**src/rtl/intr_status_unit.sv**
```systemverilog
module intr_status_unit #(
  parameter int NSRC = 64,
  parameter int NCPU = 4,
  parameter int L0W  = 16,
  parameter int AW   = 3
) (
  input  logic                 clk,
  input  logic                 rst_n,
  input  logic [NSRC-1:0]      src_i,
  input  logic                 bus_wr,
  input  logic [AW-1:0]        bus_addr,
  input  logic [NSRC-1:0]      bus_wdata,
  output logic [NSRC-1:0]      bus_rdata,
  output logic [NCPU-1:0]      irq_l0,
  output logic [NCPU-1:0]      irq_hi
);
  localparam int A_STAT = 0;
  localparam int A_CLR  = 1;
  localparam int A_MASK = 2;

  logic [NSRC-1:0]            src_q, stat_q, rise, clr;
  logic [NCPU-1:0][NSRC-1:0]  mask_q;

  assign rise = src_i & ~src_q;
  assign clr  = (bus_wr && bus_addr == AW'(A_CLR)) ? bus_wdata : '0;

  always_ff @(posedge clk) begin
    if (!rst_n) begin
      src_q  <= '0;
      stat_q <= '0;
    end else begin
      src_q  <= src_i;
      stat_q <= (stat_q & ~clr) | rise;
    end
  end

  for (genvar c = 0; c < NCPU; c++) begin : g_cpu
    logic [NSRC-1:0] pend;

    always_ff @(posedge clk) begin
      if (!rst_n)
        mask_q[c] <= '0;
      else if (bus_wr && bus_addr == AW'(A_MASK + c))
        mask_q[c] <= bus_wdata;
    end

    assign pend      = stat_q & mask_q[c];
    assign irq_l0[c] = |pend[L0W-1:0];
    assign irq_hi[c] = |pend[NSRC-1:L0W];
  end

  always_comb begin
    bus_rdata = '0;
    if (bus_addr == AW'(A_STAT))
      bus_rdata = stat_q;
    for (int c = 0; c < NCPU; c++)
      if (bus_addr == AW'(A_MASK + c))
        bus_rdata = mask_q[c];
  end
endmodule

```
**config.mk**
```make
export PLATFORM = sky130hd
export DESIGN_NAME = intr_status_unit
export DESIGN_NICKNAME = d
export VERILOG_FILES = /design/src/rtl/intr_status_unit.sv
export SDC_FILE = /design/constraint.sdc
export NUM_CORES = 1
export LEC_CHECK = 0
export ABC_AREA = 1
export BUFFER_PORTS_ARGS = -buffer_cell sky130_fd_sc_hd__buf_2
export CAP_MARGIN = 20
export CORE_MARGIN = 2
export CORE_UTILIZATION = 55
export DETAILED_ROUTE_END_ITERATION = 6
export PLACE_DENSITY_LB_ADDON = 0.12
export SLEW_MARGIN = 0
export SYNTH_ARGS = -nofsm -noshare
export SYNTH_HDL_FRONTEND = slang
export SYNTH_SLANG_ARGS = --single-unit
```
**constraint.sdc**
```tcl
create_clock -name clk -period 1.6 [get_ports clk]
set_input_delay 0.08 -clock clk [delete_from_list [all_inputs] [get_ports clk]]
set_output_delay 0.08 -clock clk [all_outputs]
set_load 0.02 [all_outputs]
```
==> impl_metrics.json <==
{
  "status": "complete, but fails checks",
  "violations": "setup timing",
  "placed_cells": 3162,
  "clock-sinks": 384,
  "antenna_cells": 0,
  "cts_root_buffer": "clkbuf_16",
  "design_area_mm2": 0.0232,
  "clockPowerShare_pct": 41.3,
  "cts_buffer_depth": 3,
  "gp_congestion": 0.924,
  "holdPathEnd": "mask_q[198]$_SDFFE_PN0P_",
  "syn_inst": 2658,
  "min_path_type": "in -> reg",
  "vias": 19600,
  "swShare_pct": 27.0,
  "critical_path.endpoint_type": "primary output",
  "path_buf_inv": 1,
  "synth_ff_type": "dfxtp_1",
  "synth.top_cells.by_count": "nand2_1 (832), nand3_1 (417), dfxtp_1 (384)",
  "cp_common_cell": "nand2_1",
  "slowest_stage": "dfxtp_4",
  "worstReg2RegEnd": "stat_q[54]$_SDFF_PN0_",
  "p_int_mw": 16.8,
  "regToRegStartpoint": "stat_q[54]$_SDFF_PN0_",
  "r2r_slack_ns": 0.36,
  "drc": 0,
  "synthTopCellsByArea": "dfxtp_1 (44%), nand2_1 (18%), nand3_1 (12%), a21oi_1 (8.5%), inv_1 (3.9%)",
  "die_w_um": 183,
  "syn_area_mm2": 0.0175,
  "final_net_count": 3092,
  "cp-start-kind": "flop",
  "syn_avg_cell_area_um2": 6.59,
  "cp.required_ns": 1.52,
  "critical_path.top_delay_family": "simple AND/OR/NAND/NOR gates",
  "wl_per_cell_um": 18.0,
  "fin_ws_ns": -0.184,
  "die_h_um": 183,
  "yosysMostFrequentCell": "nand2_1",
  "numCtsBuffers": 41,
  "drive_gt1_share_pct": 20.1,
  "fin_crit_ns": 1.78,
  "clk_latency_ns": 0.54,
  "synth_seq_area_share_pct": 43.9,
  "crit_start": "stat_q[18]$_SDFF_PN0_",
  "max-slew-margin-rel_pct": 67.3,
  "async_flop_share_pct": 0,
  "worstMarginPinSlew_ns": 0.490,
  "rr_worst_depth": 3,
  "synth_top_cell_by_area": "dfxtp_1",
  "final-hold-violation-count": 0,
  "hold_depth": 4,
  "fp-row-count": 65,
  "ant_nets": 0,
  "post_dp_cell_area_mm2": 0.0192,
  "ir_drop_mv": 0.893,
  "syn_to_final_growth_pct": 32.4,
  "nFillCells": 2489,
  "setup_viol": 8,
  "detail_route.iter0.violations": 2021,
  "synth_top_area_share_pct": 43.9,
  "synth_edf_count": 0,
  "grt_pass1_vias": 18100,
  "p_leak_nw": 9.93,
  "cts.clk_slew.worst_paths_ns": 0.06,
  "finalClockSkew_ns": 0.00672,
  "power_mw": 23.0,
  "dp_hpwl_mm": 36.6,
  "initial_core_util_pct": 55.7,
  "antenna_found_initial": 0,
  "path_cells": "nand2_1 > nand2_1 > nor2_2 > nand2_2 > nor2_4 > nand3_2 > buf_6",
  "synth.distinct_cells": 17,
  "final_cells": 3391,
  "slowest_delay_ns": 0.37,
  "mappedNetlistNets": 2792,
  "dieArea_mm2": 0.0333,
  "grt_setup_unrepaired": "true",
  "cts.htree.levels": 2,
  "p_sw_mw": 6.22,
  "hold_start": "bus_wr",
  "fmax_ghz": 0.560,
  "fin_util_pct": 73.7,
  "fin_crit_sh_pct": 112,
  "globalRouteOverflowTotal": 0,
  "tritoncts": "yes",
  "yosys_warnings": 0,
  "combPwrFrac_pct": 13.3,
  "drt-total-wl_mm": 61.0,
  "ys_ff_latch": 384,
  "final-max-slew-violation-count": 0,
  "crit_path_max_fanout": 6,
  "critPathArrivalTime_ns": 1.70,
  "max_cap_violations": 0,
  "port-buffer-count": 205,
  "grt_pass1_wl_mm": 93.6,
  "path_class": "reg -> out",
  "grt_usage_pct": 34.3,
  "p_per_area_mw_per_mm2": 991,
  "core_area_mm2": 0.0315,
  "dr.pass1.iters": 6,
  "grt_max_degree": 80,
  "vias_per_cell": 5.79,
  "pwr-share-seq_pct": 45.4,
  "io_pins": 206
}
[timing repair]
action | 4_1_cts | 5_1_grt
resized for setup | 155 | 211
endpoints found under the setup margin | 42 | 59
gates cloned | 0 | 5
hold endpoints to repair | 384 | 0
buffers inserted | 7 | 7
pin swaps | 50 | 79
hold buffers | 136 | 0
[power groups by stage]
stage	Combinational (mW)	Clock [mW]	Sequential [mW]
2_1_floorplan	1.37	0	10.4
3_3_place_gp	2.34	0	10.6
3_5_place_dp	2.38	0	10.6
4_1_cts	2.80	9.55	10.4
5_1_grt	3.28	9.97	10.5
6_report	3.06	9.50	10.4
[registers in the layout, summed over array words and instances, names as in the netlist]
register	count
stat_q	64
mask_q	256
src_q	64
[per-stage QoR]
| stage | hold WS (ns) | setup slack [ns] | setup TNS [ns] |
|---|---|---|---|
| final | 0.0816 | -0.184 | -0.949 |
| after global routing | 0.0954 | -0.242 | -1.60 |
| after CTS | 0.0893 | -0.193 | -0.999 |
| after detailed placement | 0.280 | 0.0214 | 0 |
| after global placement | 0.272 | 0.0633 | 0 |
| after floorplan | 0.187 | 0.415 | 0 |
[placed cells by master (no fill, tap or decap), types with 14 or more instances in the layout]
master         netlist  final
nand2_1            832    778
nand3_1            417    382
dfxtp_1            384    317
a21oi_1            296    266
inv_1              180    169
buf_2               70    167
dlygate4sd3_1        0    136
nor2_1             158    126
o21ai_0            124    111
o21ai_1             45     54
buf_4                0     53
nand2_2              0     50
clkbuf_16            0     48
buf_6                0     45
nand4_1             37     37
dfxtp_2              0     36
nand3_2              0     33
dfxtp_4              0     31
a21oi_2              0     28
buf_12               0     26
nor2_2               2     21
clkbuf_8             0     14
[worst reg2reg max path, cell delays in order, from the launching register on]
cell           delay, ns
dfxtp_4             0.39
nand3_1             0.11
dlygate4sd3_1       0.58
o21ai_1             0.08
[per-layer routing]
| metal | vias to the layer above | share of wire (%) | track usage [%] |
|---|---|---|---|
| met5 | - | 0 | 0 |
| met4 | 0 | 3.3 | 12.3 |
| met3 | 186 | 9.2 | 4.91 |
| met2 | 1095 | 47 | 56.8 |
| met1 | 9078 | 40 | 45.7 |
| li1 | 9269 | - | - |
[worst max-delay path by stage]
stage | end | slack [ns] | cells past startpoint
final | irq_hi[1] | -0.18 | 7
after global routing | irq_hi[1] | -0.24 | 7
after CTS | irq_hi[1] | -0.19 | 8
after detailed placement | mask_q[70]$_SDFFE_PN0P_ | 0.02 | 8
after global placement | mask_q[70]$_SDFFE_PN0P_ | 0.06 | 9
after floorplan | bus_rdata[36] | 0.42 | 7
[cells by family (layout without fill, tap and decap cells)]
family                 Yosys count  in the layout  share of synthesized area (%)
AOI/OAI and AO/OA              465            465                           13.3
buffers and inverters          359            690                           8.19
and+or+nand+nor               1450           1450                           34.7
DFF                            384            384                           43.9
[final cells by class]
class                   count  area, um2  area share, %
inverters                 183        692           2.98
well taps                 402        503           2.17
clock inverters             6       38.8          0.167
flip-flops and latches    384       7850           33.8
repair buffers            433       3750           16.2
clock buffers              68       1310           5.64
multi-input cells        1915       9060           39.0
No activity file was read; power rests on OpenSTA's default activity.
